### src/rtl/i2cs_pkg.sv
package i2cs_pkg;
  typedef enum logic [2:0] {
    PH_IDLE,
    PH_ID,
    PH_CMD,
    PH_WDATA,
    PH_RDATA,
    PH_SKIP
  } phase_t;

  localparam int BYTE_BITS = 8;
endpackage

### src/rtl/i2cs_bus_cond.sv
module i2cs_bus_cond (
  input  logic clk,
  input  logic rst_n,
  input  logic scl_i,
  input  logic sda_i,
  output logic scl_rise_o,
  output logic scl_fall_o,
  output logic start_o,
  output logic stop_o
);
  logic scl_q, sda_q;

  always_ff @(posedge clk or negedge rst_n) begin
    if (!rst_n) begin
      scl_q <= 1'b1;
      sda_q <= 1'b1;
    end else begin
      scl_q <= scl_i;
      sda_q <= sda_i;
    end
  end

  assign scl_rise_o = scl_i & ~scl_q;
  assign scl_fall_o = ~scl_i & scl_q;
  assign start_o    = scl_i & scl_q & sda_q & ~sda_i;
  assign stop_o     = scl_i & scl_q & ~sda_q & sda_i;
endmodule

### src/rtl/i2cs_idx_range.sv
module i2cs_idx_range #(
  parameter int CLK_REGS   = 10,
  parameter int SRAM_WORDS = 31,
  parameter int IDX_W      = 5
) (
  input  logic             bank_i,
  input  logic [IDX_W-1:0] idx_i,
  output logic             valid_o
);
  logic clk_ok, sram_ok;

  generate
    if (CLK_REGS >= (1 << IDX_W)) begin : g_clk_full
      assign clk_ok = 1'b1;
    end else begin : g_clk_lim
      assign clk_ok = (idx_i < IDX_W'(CLK_REGS));
    end
    if (SRAM_WORDS >= (1 << IDX_W)) begin : g_sram_full
      assign sram_ok = 1'b1;
    end else begin : g_sram_lim
      assign sram_ok = (idx_i < IDX_W'(SRAM_WORDS));
    end
  endgenerate

  assign valid_o = bank_i ? sram_ok : clk_ok;
endmodule

### src/rtl/i2c_regs_slave.sv
module i2c_regs_slave #(
  parameter int CLK_REGS   = 10,
  parameter int SRAM_WORDS = 31,
  parameter int IDX_W      = 5,
  parameter int BANK_BIT   = 6
) (
  input  logic             clk,
  input  logic             rst_n,
  input  logic             scl_i,
  input  logic             sda_i,
  input  logic [6:0]       dev_addr_i,
  output logic             sda_oe_o,
  output logic             reg_bank_o,
  output logic [IDX_W-1:0] reg_idx_o,
  output logic [7:0]       reg_wdata_o,
  output logic             reg_we_o,
  output logic             reg_re_o,
  input  logic [7:0]       reg_rdata_i
);
  import i2cs_pkg::*;

  localparam logic [3:0] LAST_BIT = 4'(BYTE_BITS);

  // reset: asserted asynchronously, released on clk
  logic rst_m, rst_s;
  always_ff @(posedge clk or negedge rst_n) begin
    if (!rst_n) begin
      rst_m <= 1'b0;
      rst_s <= 1'b0;
    end else begin
      rst_m <= 1'b1;
      rst_s <= rst_m;
    end
  end

  logic scl_rise, scl_fall, cond_start, cond_stop;

  i2cs_bus_cond u_cond (
    .clk        (clk),
    .rst_n      (rst_s),
    .scl_i      (scl_i),
    .sda_i      (sda_i),
    .scl_rise_o (scl_rise),
    .scl_fall_o (scl_fall),
    .start_o    (cond_start),
    .stop_o     (cond_stop)
  );

  phase_t     ph_q, ph_d;
  logic [3:0] cnt_q, cnt_d;
  logic [7:0] sh_q, sh_d;
  logic [7:0] cmd_q, cmd_d;
  logic       ack_q, ack_d;
  logic       oe_q, oe_d;
  logic       rd_q, rd_d;
  logic       we_q, we_d;
  logic       re_q, re_d;
  logic       idx_ok;
  logic       id_hit;

  i2cs_idx_range #(
    .CLK_REGS   (CLK_REGS),
    .SRAM_WORDS (SRAM_WORDS),
    .IDX_W      (IDX_W)
  ) u_range (
    .bank_i  (cmd_q[BANK_BIT]),
    .idx_i   (cmd_q[IDX_W-1:0]),
    .valid_o (idx_ok)
  );

  assign id_hit = (sh_q[7:1] == dev_addr_i) && (sh_q[7:1] != 7'd0);

  always_comb begin
    ph_d  = ph_q;
    cnt_d = cnt_q;
    sh_d  = sh_q;
    cmd_d = cmd_q;
    ack_d = ack_q;
    oe_d  = oe_q;
    rd_d  = rd_q;
    we_d  = 1'b0;
    re_d  = 1'b0;
    if (cond_stop) begin
      ph_d  = PH_IDLE;
      cnt_d = 4'd0;
      ack_d = 1'b0;
      oe_d  = 1'b0;
    end else if (cond_start) begin
      ph_d  = PH_ID;
      cnt_d = 4'd0;
      ack_d = 1'b0;
      oe_d  = 1'b0;
    end else begin
      unique case (ph_q)
        PH_ID, PH_CMD, PH_WDATA: begin
          if (scl_rise && cnt_q < LAST_BIT) begin
            sh_d  = {sh_q[6:0], sda_i};
            cnt_d = cnt_q + 4'd1;
          end else if (scl_fall && ack_q) begin
            // end of the ninth clock: release and move on
            ack_d = 1'b0;
            oe_d  = 1'b0;
            cnt_d = 4'd0;
            if (ph_q == PH_ID) begin
              ph_d = PH_CMD;
            end else if (ph_q == PH_CMD) begin
              if (rd_q) begin
                ph_d = PH_RDATA;
                re_d = idx_ok;
                sh_d = idx_ok ? reg_rdata_i : 8'hFF;
                oe_d = idx_ok & ~reg_rdata_i[7];
              end else begin
                ph_d = PH_WDATA;
              end
            end else begin
              ph_d = PH_SKIP;
            end
          end else if (scl_fall && cnt_q == LAST_BIT) begin
            if (ph_q == PH_ID) begin
              if (id_hit) begin
                ack_d = 1'b1;
                oe_d  = 1'b1;
                rd_d  = sh_q[0];
              end else begin
                ph_d = PH_SKIP;
              end
            end else begin
              ack_d = 1'b1;
              oe_d  = 1'b1;
              if (ph_q == PH_CMD) cmd_d = sh_q;
              else                we_d  = idx_ok;
            end
          end
        end
        PH_RDATA: begin
          if (scl_rise && cnt_q < LAST_BIT) begin
            cnt_d = cnt_q + 4'd1;
          end else if (scl_fall) begin
            if (ack_q) begin
              ph_d  = PH_SKIP;
              ack_d = 1'b0;
            end else if (cnt_q == LAST_BIT) begin
              oe_d  = 1'b0;
              ack_d = 1'b1;
            end else if (cnt_q != 4'd0) begin
              sh_d = {sh_q[6:0], 1'b1};
              oe_d = ~sh_q[6];
            end
          end
        end
        default: begin
        end
      endcase
    end
  end

  always_ff @(posedge clk or negedge rst_s) begin
    if (!rst_s) begin
      ph_q  <= PH_IDLE;
      cnt_q <= 4'd0;
      sh_q  <= 8'd0;
      cmd_q <= 8'd0;
      ack_q <= 1'b0;
      oe_q  <= 1'b0;
      rd_q  <= 1'b0;
      we_q  <= 1'b0;
      re_q  <= 1'b0;
    end else begin
      ph_q  <= ph_d;
      cnt_q <= cnt_d;
      sh_q  <= sh_d;
      cmd_q <= cmd_d;
      ack_q <= ack_d;
      oe_q  <= oe_d;
      rd_q  <= rd_d;
      we_q  <= we_d;
      re_q  <= re_d;
    end
  end

  assign sda_oe_o    = oe_q;
  assign reg_bank_o  = cmd_q[BANK_BIT];
  assign reg_idx_o   = cmd_q[IDX_W-1:0];
  assign reg_wdata_o = sh_q;
  assign reg_we_o    = we_q;
  assign reg_re_o    = re_q;
endmodule

### config.mk
export PLATFORM = sky130hd
export DESIGN_NAME = i2c_regs_slave
export DESIGN_NICKNAME = d
export VERILOG_FILES = /design/src/rtl/i2cs_pkg.sv /design/src/rtl/i2cs_bus_cond.sv /design/src/rtl/i2cs_idx_range.sv /design/src/rtl/i2c_regs_slave.sv
export SDC_FILE = /design/constraint.sdc
export NUM_CORES = 1
export LEC_CHECK = 0
export ABC_AREA = 1
export ABC_CLOCK_PERIOD_IN_PS = 960
export CAP_MARGIN = 20
export CORE_ASPECT_RATIO = 0.7
export CORE_MARGIN = 2
export CORE_UTILIZATION = 40
export DETAILED_ROUTE_END_ITERATION = 8
export GPL_ROUTABILITY_DRIVEN = 0
export PLACE_DENSITY = 0.67
export SLEW_MARGIN = 20
export SYNTH_ARGS = -nofsm -noshare
export SYNTH_HDL_FRONTEND = slang
export SYNTH_SLANG_ARGS = --single-unit
export TNS_END_PERCENT = 10
### constraint.sdc
create_clock -name clk -period 0.96 [get_ports clk]
set_clock_uncertainty 0.15 [all_clocks]
set_input_delay 0.096 -clock clk [delete_from_list [all_inputs] [get_ports clk]]
set_output_delay 0.096 -clock clk [all_outputs]
set_load 0.05 [all_outputs]
### Word level (Yosys, flattened, before mapping)

Cells that the tools add are included.

| word-level totals | value |
|---|---|
| bits in registers | 31 |
| logic and storage cells | 153 |

| operators by class | value |
|---|---|
| reductions and logical operators | 16 |
| bitwise logic cells | 19 |
| magnitude comparators | 3 |
| equality and inequality tests | 27 |
| mux-type cells | 74 |
| add/sub/neg operators | 1 |

Operators by type and width:

| cell | number |
|---|---|
| 2-to-1 mux 8 bit | 11 |
| 2-to-1 mux 1 bit | 40 |
| 2-to-1 mux 3 bit | 13 |
| AND reduction 8 bit | 4 |
| inequality test 5 bit, second input constant | 5 |
| inequality test 4 bit, second input constant | 6 |
| 2-to-1 mux 4 bit | 5 |
| one-hot mux 8 bit (2 select lines) | 1 |
| inequality test 3 bit, second input constant | 4 |
| AND reduction 12 bit | 1 |
| inverter 1 bit | 11 |
| inequality test 2 bit, second input constant | 5 |
| AND 1 bit | 8 |
| one-hot mux 4 bit (2 select lines) | 1 |
| nonzero test 4 bit | 2 |
| == test 7 bit | 1 |
| nonzero test 7 bit | 1 |
| == test 3 x 2 -> 1 bit, second input constant | 2 |
| inequality test 6 bit, second input constant | 1 |
| one-hot mux 3 bit (2 select lines) | 1 |
| AND reduction 6 bit | 1 |
| less-than comparator 5 x 4 -> 1 bit, second input constant | 1 |
| less-than comparator 5 bit, second input constant | 1 |
| adder 4 x 1 -> 4 bit, second input constant | 1 |
| other kinds (9) | 13 |

### Longest topological paths before layout

Gate-level depths: netlist of the first run.

| logic depth | value |
|---|---|
| depth after elaboration | 11 |
| depth in mapped cells | 12 |
| mapped depth without buffers | 12 |

### Cells and area by module

A second synthesis of the first run with hierarchy kept.

| unflattened totals | value |
|---|---|
| cell total of the unflattened synthesis | 251 |
| area, all modules | 1826.8 um^2 |

By module, submodules not included:

| module | seq. area each (um^2) | cells each | area an instance (um^2) | times used |
|---|---|---|---|---|
| i2c_regs_slave | 700.7 | 223 | 1675.4 | 1 |
| i2cs_bus_cond | 52.6 | 13 | 93.8 | 1 |
| i2cs_idx_range | 0.0 | 15 | 57.6 | 1 |

### Worst setup path before layout of the first run

OpenSTA, ideal clock, no wires.

| path | value |
|---|---|
| path kind | reg2reg |
| start | reg sh_q[3], in the netlist reg_wdata_o[3] |
| end | reg ph_q[1] |
| slack | -0.797 ns |
| path buffers | 0 |
| period minus slack after synthesis | 1.757 ns |
| arrival time | 1.543 ns |
| cell stages (with the launch flop) | 13 |
| setup time | 0.065 ns |
| cell sequence | dfrtp_1 inv_1 nand2_1 nand2_1 nor2_1 nand2_1 nor2_1 nand2_1 nand2_1 nand3_1 nand2_1 nand2_1 nand2_1 |

| between the ends | value |
|---|---|
| longest elaborated chain between the ends | 4 |

Ends and longest elaborated chain:

| item | RTL line | source |
|---|---|---|
| from (decl) | i2c_regs_slave.sv:51 | `logic [7:0] sh_q, sh_d;` |
| from (signal assigned) | i2c_regs_slave.sv:161 | `sh_q <= 8'd0;` |
| from (signal assigned) | i2c_regs_slave.sv:171 | `sh_q <= sh_d;` |
| == test 7 bit / nonzero test 7 bit (equally long branches) | i2c_regs_slave.sv:71 | `assign id_hit = (sh_q[7:1] == dev_addr_i) && (sh_q[7:1] != 7'd0);` |
| logical AND 1 bit (*) | i2c_regs_slave.sv:71 |  |
| inequality test 5 bit (no source line) (*) | - |  |
| AND reduction 8 bit (no source line) (*) | - |  |
| to (signal assigned) | i2c_regs_slave.sv:169 | `ph_q <= ph_d;` |
| to (decl) | i2c_regs_slave.sv:49 | `phase_t ph_q, ph_d;` |

Every way passes the cells marked *; elsewhere a longest branch is shown, timed or not.
A chain may end at the register's enable or synchronous reset.

### Worst setup path after layout of the first run

| path | value |
|---|---|
| start | reg u_cond.scl_q |
| end | reg sh_q[0], in the netlist reg_wdata_o[0] |

| between the ends | value |
|---|---|
| longest elaborated chain between the ends | 5 |

Ends and longest elaborated chain:

| item | RTL line | source |
|---|---|---|
| from (decl) | i2cs_bus_cond.sv:11 | `logic scl_q, sda_q;` |
| from (signal assigned) | i2cs_bus_cond.sv:18 | `scl_q <= scl_i;` |
| inverter 1 bit / AND 1 bit (equally long branches) | i2cs_bus_cond.sv:23, i2cs_bus_cond.sv:25, i2cs_bus_cond.sv:26 |  |
| AND 1 bit, on equally long branches | i2cs_bus_cond.sv:23, i2cs_bus_cond.sv:25, i2cs_bus_cond.sv:26 |  |
| logical AND 1 bit (tied with other cells) | i2c_regs_slave.sv:96, i2c_regs_slave.sv:136 |  |
| inequality test 3 bit (no source line) (tied with other cells) | - |  |
| AND reduction 12 bit (no source line) / one-hot mux 8 bit (2 select lines) (equally long branches) | - |  |

Several ways; a longest one is shown, not always the timed one.

==> insert_results.sql, run 1 <==
INSERT INTO impl_metrics (metric_group, metric, value, unit) VALUES
('place', 'io_buffers', '35', ''),
('worst_setup_path', 'type_of_the_worst_setup_path', 'flop to flop', ''),
('synth', 'synth-seq-cells', '30', ''),
('final_layout', 'layout-drive-gt1-share', '37.4', '%'),
('power', 'max-vdd-ir-drop', '2230', 'uV'),
('detailed_routing', 'detail_route.iter0.violations', '174', ''),
('synth', 'post_synth.cell_area_avg', '6.98', 'um^2'),
('worst_setup_path', 'cp_common_cell', 'nor2_4', ''),
('worst_setup_path', 'launching_instance_or_port_of_the_critical_path', 'u_cond.scl_q', ''),
('detailed_routing', 'ant_nets', '0', ''),
('final_layout', 'final_cell_area', '3150', 'um^2'),
('timing', 'setup_viol', '43', ''),
('timing', 'max_freq', '527', 'MHz'),
('timing', 'hold-worst-slack', '-80.9', 'ps'),
('min_path', 'hold_class', 'flop to async pin', ''),
('worst_setup_path', 'r2r_cells', '10', ''),
('timing', 'rsz0062_at_grt', 'yes', ''),
('worst_setup_path', 'reg2reg_setup_slack', '-940', 'ps'),
('worst_setup_path', 'critical_path.cell_chain', 'inv_2, nor2_4, nand2_2, o211ai_1, nand2_1, nor2_4, buf_6, nor2_1, a21oi_2, inv_1', ''),
('detailed_routing', 'routed-via-count', '2014', ''),
('clock_network', 'cts_buffers', '5', ''),
('worst_setup_path', 'worstReg2RegStart', 'u_cond.scl_q', ''),
('synth', 'synthesis.instances', '256', ''),
('global_routing', 'gr-total-overflow', '0', ''),
('timing', 'post-route-worst-setup-slack', '-936', 'ps'),
('final_layout', 'fillCellCount', '328', ''),
('final_layout', 'n_antenna_cell', '0', ''),
('worst_setup_path', 'cp.depth', '10', ''),
('clock_network', 'tritoncts', 'yes', ''),
('detailed_routing', 'detail_route.drc_violations', '0', ''),
('detailed_routing', 'detail_route.wirelength.met1', '2620', 'um'),
('worst_setup_path', 'timing.critical_path.to_type', 'flop', ''),
('place', 'post_dp_cell_area', '2790', 'um^2'),
('worst_setup_path', 'crit_path_slowest_cell', 'dfstp_2', ''),
('synth', 'synth.largest_area_cell', 'dfrtp_1', ''),
('clock_network', 'numClockSinks', '30', ''),
('worst_setup_path', 'timing.critical_path.required', '990', 'ps'),
('worst_setup_path', 'worst_setup_path_endpoint', 'reg_wdata_o[0]', ''),
('final_layout', 'finish.cell_count_without_fillers', '413', ''),
('detailed_routing', 'met3_length', '389', 'um'),
('synth', 'synth_edf_count', '0', ''),
('timing', 'report.final.hold_viol_count', '3', ''),
('final_layout', 'area_growth_syn_to_layout', '76.1', '%'),
('global_routing', 'grt.total_usage', '22.9', '%'),
('run_status', 'violations', 'hold timing, setup timing', ''),
('worst_setup_path', 'critPathLaunchType', 'flop', ''),
('power', 'power_per_cell_area', '2850', 'nW/um^2'),
('timing', 'final-max-slew-violation-count', '0', ''),
('die', 'start_util', '41.3', '%'),
('worst_setup_path', 'worst-endpoint-arrival', '1930', 'ps'),
('detailed_routing', 'route.detailed.wl_per_inst', '13.2', 'um'),
('die', 'design.die.area', '5030', 'um^2'),
('run_status', 'status', 'finished, violations left', ''),
('worst_setup_path', 'critical_path.max_stage_delay', '590', 'ps'),
('clock_network', 'postCtsHoldBufs', '1', ''),
('detailed_routing', 'detailedRoute.firstPassIterationCount', '4', ''),
('synth', 'async_reset_ff_share', '100', '%'),
('detailed_routing', 'viasPerCell', '4.88', ''),
('die', 'placementRows', '20', ''),
('detailed_routing', 'dr.max_layer_used', 'met4', ''),
('synth', 'main_flop_type_after_synthesis', 'dfrtp_1', ''),
('die', 'die_h', '59.9', 'um'),
('synth', 'post-synth-top-area-fraction', '39.2', '%'),
('clock_network', 'cts-htree-levels', '2', ''),
('place', 'dpl.hpwl', '4120', 'um'),
('synth', 'post_synth_main_area_contributors', 'dfrtp_1, nand2_1, inv_1', ''),
('synth', 'synth_area', '1790', 'um^2'),
('timing', 'setup_tns_final', '-24770', 'ps'),
('synth', 'register_area_share_after_synthesis', '42.2', '%'),
('power', 'power_leakage', '1.55', 'nW'),
('clock_network', 'ctsLongestPathBuffers', '2', '');
-- where the power goes --
| group | total (W) | switching [W] | leakage [nW] | internal [W] |
|---|---|---|---|---|
| Clock | 0.00107 | 0.000493 | 0.0482 | 0.000578 |
| Combinational | 0.00586 | 0.00314 | 1.13 | 0.00273 |
| Sequential | 0.00202 | 0.000390 | 0.372 | 0.00163 |
| Total | 0.00896 | 0.00402 | 1.55 | 0.00494 |
-- registers in the layout, indices dropped and copies added, names as in the netlist --
signal	flops
rst_s	1
cnt_q	4
reg_we_o	1
u_cond.sda_q	1
reg_re_o	1
u_cond.scl_q	1
sda_oe_o	1
rd_q	1
ph_q	3
rst_m	1
cmd_q	6
ack_q	1
reg_wdata_o	8
-- metal layers --
metal / global-route usage, % / vias to the layer above
met2: 33.7 / 69
met4: 6.91 / 0
li1: - / 1022
met1: 33.5 / 917
met3: 5.39 / 6
met5: 0 / -
-- cells by family (layout without fill, tap and decap cells) --
group	count (synthesis)	after routing	share of synthesized area, %
simple gates	133	133	31.9
other cells	1	1	0.210
fa+ha+maj	2	2	1.40
buf+inv	48	150	10.6
flops	30	30	42.2
compound gates	42	42	13.7
-- stage by stage --
step	utilization (%)	hold slack [ps]
3_5_place_dp	64.5	-67.3
2_1_floorplan	-	-350
3_3_place_gp	64.5	-76.0
4_1_cts	69.8	-66.8
6_report	72.7	-80.9
5_1_grt	72.7	-57.0
-- layout by cell type (no fill, tap or decap), types with 7 or more instances in the layout --
cell and count:
inv_1 36, buf_6 20, o211ai_1 8, nand3_1 12, nor2_1 24, nand2_1 61
inv_2 9, nor2_4 7, buf_4 40, buf_12 17, o21ai_1 18, nand2_2 9
clkdlybuf4s50_1 18, dfrtp_1 22
-- what timing repair did --
item | CTS | global route
setup endpoints to repair | 43 | 43
endpoints found under the hold margin | 5 | 3
pin swaps | 8 | 13
buffers inserted | 6 | 0
gates resized for setup | 34 | 43
-- layout make-up --
class / instances / area (um^2) / share of cell area (%)
sequential: 30 / 761 / 24.2
clock buffer: 7 / 86.3 / 2.74
tap: 55 / 68.8 / 2.19
multi-input combinational: 178 / 992 / 31.5
clock inverter: 1 / 5.00 / 0.159
inverter: 46 / 178 / 5.65
timing repair buffer: 96 / 1060 / 33.6
-- how the worst min path moves through the flow --
stage,from,end,slack (ps),depth (start not counted)
5_1_grt,rst_s,reg_wdata_o[4],-60,0
2_1_floorplan,rst_n,rst_m,-350,0
3_3_place_gp,rst_s,reg_wdata_o[5],-80,0
3_5_place_dp,rst_s,reg_wdata_o[3],-70,0
6_report,rst_s,reg_wdata_o[4],-80,0
4_1_cts,rst_s,reg_wdata_o[3],-70,0
No activity file was read; power rests on OpenSTA's default activity.
==> run 2, diff against run 1 <==
--- a/config.mk
+++ b/config.mk
@@ -6,14 +6,14 @@
 export NUM_CORES = 1
 export LEC_CHECK = 0
 export ABC_AREA = 1
-export ABC_CLOCK_PERIOD_IN_PS = 960
+export ABC_CLOCK_PERIOD_IN_PS = 2000
 export CAP_MARGIN = 20
 export CORE_ASPECT_RATIO = 0.7
 export CORE_MARGIN = 2
 export CORE_UTILIZATION = 40
 export DETAILED_ROUTE_END_ITERATION = 8
 export GPL_ROUTABILITY_DRIVEN = 0
-export PLACE_DENSITY = 0.67
+export SETUP_SLACK_MARGIN = 0.5
 export SLEW_MARGIN = 20
 export SYNTH_ARGS = -nofsm -noshare
 export SYNTH_HDL_FRONTEND = slang
==> constraint.sdc (replaced) <==
create_clock -name clk -period 2 [get_ports clk]
set_clock_uncertainty 0.15 [all_clocks]
set_input_delay 0.4 -clock clk [delete_from_list [all_inputs] [get_ports clk]]
set_output_delay 0.4 -clock clk [all_outputs]
set_load 0.05 [all_outputs]
==> insert_results.sql, run 2 (same netlist as run 1, synthesis figures left out) <==
INSERT INTO impl_metrics (metric_group, metric, value, unit) VALUES
('final_layout', 'layout.cells.most_common_list', 'nand2_1, buf_4, inv_1, nor2_1, dfrtp_1', ''),
('global_routing', 'gr-total-overflow', '0', ''),
('clock_network', 'cts.clk_slew.worst_paths', '70', 'ps'),
('power', 'max-vdd-ir-drop', '747', 'uV'),
('final_layout', 'n_antenna_cell', '0', ''),
('detailed_routing', 'wirelength', '5060', 'um'),
('global_routing', 'grt_first_pass_wirelength', '8370', 'um'),
('timing', 'post-route-min-period', '1850', 'ps'),
('detailed_routing', 'routed-via-count', '1907', ''),
('run_status', 'status', 'finished clean', ''),
('detailed_routing', 'viasPerCell', '4.91', ''),
('detailed_routing', 'detailedRoute.firstPassIterationCount', '4', ''),
('die', 'die_h', '59.9', 'um'),
('clock_network', 'tritoncts', 'yes', ''),
('final_layout', 'area_growth_syn_to_layout', '48.7', '%'),
('min_path', 'hold_class', 'input pin to async pin', ''),
('clock_network', 'numClockSinks', '30', ''),
('worst_setup_path', 'critPathLaunchType', 'flop', ''),
('final_layout', 'layout-drive-gt1-share', '30.3', '%'),
('worst_setup_path', 'reg2reg_setup_slack', '150', 'ps'),
('place', 'io_buffers', '35', ''),
('power', 'power_per_cell_area', '1350', 'nW/um^2'),
('clock_network', 'clk_root_buffer_cell', 'clkbuf_8', ''),
('power', 'swShare', '47.4', '%'),
('worst_setup_path', 'r2r_cells', '9', ''),
('clock_network', 'cts_buffers', '5', ''),
('final_layout', 'largest_reg_flops', '8', ''),
('worst_setup_path', 'timing.critical_path.to_type', 'flop', ''),
('die', 'core_area', '4330', 'um^2'),
('clock_network', 'clk_latency', '280', 'ps'),
('worst_setup_path', 'worst-endpoint-arrival', '1870', 'ps'),
('clock_network', 'ctsLongestPathBuffers', '2', ''),
('final_layout', 'multiInputGateArea', '940', 'um^2'),
('global_routing', 'grt_start_max_net_pins', '24', ''),
('final_layout', 'fillCellCount', '404', ''),
('die', 'io_pins', '36', ''),
('detailed_routing', 'detail_route.drc_violations', '0', ''),
('final_layout', 'most_common_cell_after_layout_fill_and_taps_aside', 'nand2_1', ''),
('place', 'dpl.hpwl', '3740', 'um'),
('final_layout', 'regArea', '761', 'um^2'),
('timing', 'final-max-slew-violation-count', '0', ''),
('timing', 'max_freq', '541', 'MHz'),
('die', 'design.die.area', '5030', 'um^2'),
('timing', 'final.period_utilization', '92.4', '%'),
('timing', 'setup_viol', '0', ''),
('worst_setup_path', 'crit-reg2reg-capture', 'ph_q[1]', ''),
('die', 'chip_width', '83.9', 'um'),
('power', 'comb_power_share', '55.9', '%'),
('worst_setup_path', 'crit_path_max_fanout', '5', ''),
('global_routing', 'grt_antenna_before_repair', '0', ''),
('worst_setup_path', 'timing.critical_path.required', '2030', 'ps'),
('detailed_routing', 'ant_nets', '0', ''),
('power', 'power_leakage', '1.36', 'nW'),
('power', 'totalPowerFinal', '0.00359', 'W'),
('final_layout', 'layout.core_utilization', '61.4', '%'),
('detailed_routing', 'detail_route.iter0.violations', '104', ''),
('power', 'seqPwrFrac', '27.0', '%'),
('detailed_routing', 'route.detailed.wl_per_inst', '13.0', 'um'),
('power', 'power.switching', '0.00170', 'W'),
('final_layout', 'finalNetCount', '353', ''),
('die', 'start_util', '41.3', '%'),
('worst_setup_path', 'worstReg2RegStart', 'u_cond.scl_q', ''),
('clock_network', 'cts-htree-levels', '2', ''),
('timing', 'report.final.hold_viol_count', '0', ''),
('job', 'drv.max_cap_violation_count', '0', ''),
('power', 'clock_power_share', '17.1', '%'),
('timing', 'rsz0062_at_grt', 'yes', ''),
('die', 'placementRows', '20', ''),
('worst_setup_path', 'type_of_the_worst_setup_path', 'flop to flop', ''),
('global_routing', 'grt.total_usage', '21.8', '%'),
('global_routing', 'grt_pass1_vias', '1761', ''),
('power', 'p_int', '0.00189', 'W');
## run 2: worst max-delay path, cell delays in order, from the launching register on
cell and delay [ps]:
dfstp_2 600, nand2_2 90, buf_4 150, o21bai_1 150
nand3_1 100, nand3_2 140, nor2_4 150, nand2_1 90
nand2_1 70, nand2_1 50
## run 2: repair_timing
action                                  CTS  global route
endpoints found under the hold margin     5             0
gates cloned                              1             0
pin swaps                                13             7
gates resized for setup                  31            14
buffers inserted                          7             0
hold buffers                              1             0
endpoints found under the setup margin   27            28
## run 2: per-stage QoR
step	worst slack, ps	hold slack, ps	area, um^2	std cells	setup TNS, ps
floorplan	285	-45.6	1800	256	0
global placement	-273	-49.0	2360	371	-4740
detailed placement	-313	-47.9	2360	371	-5750
CTS	162	119	2630	388	0
global route	-13.2	124	2660	388	-30.8
finish	152	117	2660	388	0
## run 2: worst max path at each step
stage                       startpoint             end  cells after the start  slack, ps
after CTS                 u_cond.scl_q  reg_wdata_o[2]                      9        160
after global routing      u_cond.scl_q         ph_q[0]                      9        -10
final                     u_cond.scl_q         ph_q[1]                      9        150
after floorplan           u_cond.scl_q  reg_wdata_o[3]                      9        280
after global placement           scl_i        cnt_q[2]                     11       -270
after detailed placement         scl_i  reg_wdata_o[2]                     10       -310
## run 2: layout make-up
type	instances	area share, %
Clock buffer	5	2.59
Clock inverter	3	1.70
Inverter	46	6.59
Multi-Input combinational cell	178	35.4
Sequential cell	30	28.6
Tap cell	55	2.59
Timing Repair Buffer	71	22.5
## run 2: power by group through the flow
stage,Clock [W],Combinational (W),Sequential [W]
6_report,0.000614,0.00201,0.000968
5_1_grt,0.000658,0.00221,0.000994
4_1_cts,0.000625,0.00196,0.000965
3_5_place_dp,0,0.00178,0.000973
3_3_place_gp,0,0.00176,0.000977
2_1_floorplan,0,0.000902,0.00125
## run 2: layer usage
layer / vias to the layer above / GRT usage, % / wire length (um)
li1: 966 / - / -
met1: 877 / 32.0 / 2580
met2: 56 / 32.1 / 2110
met3: 8 / 4.97 / 303
met4: 0 / 6.45 / 66
met5: - / 0 / 0
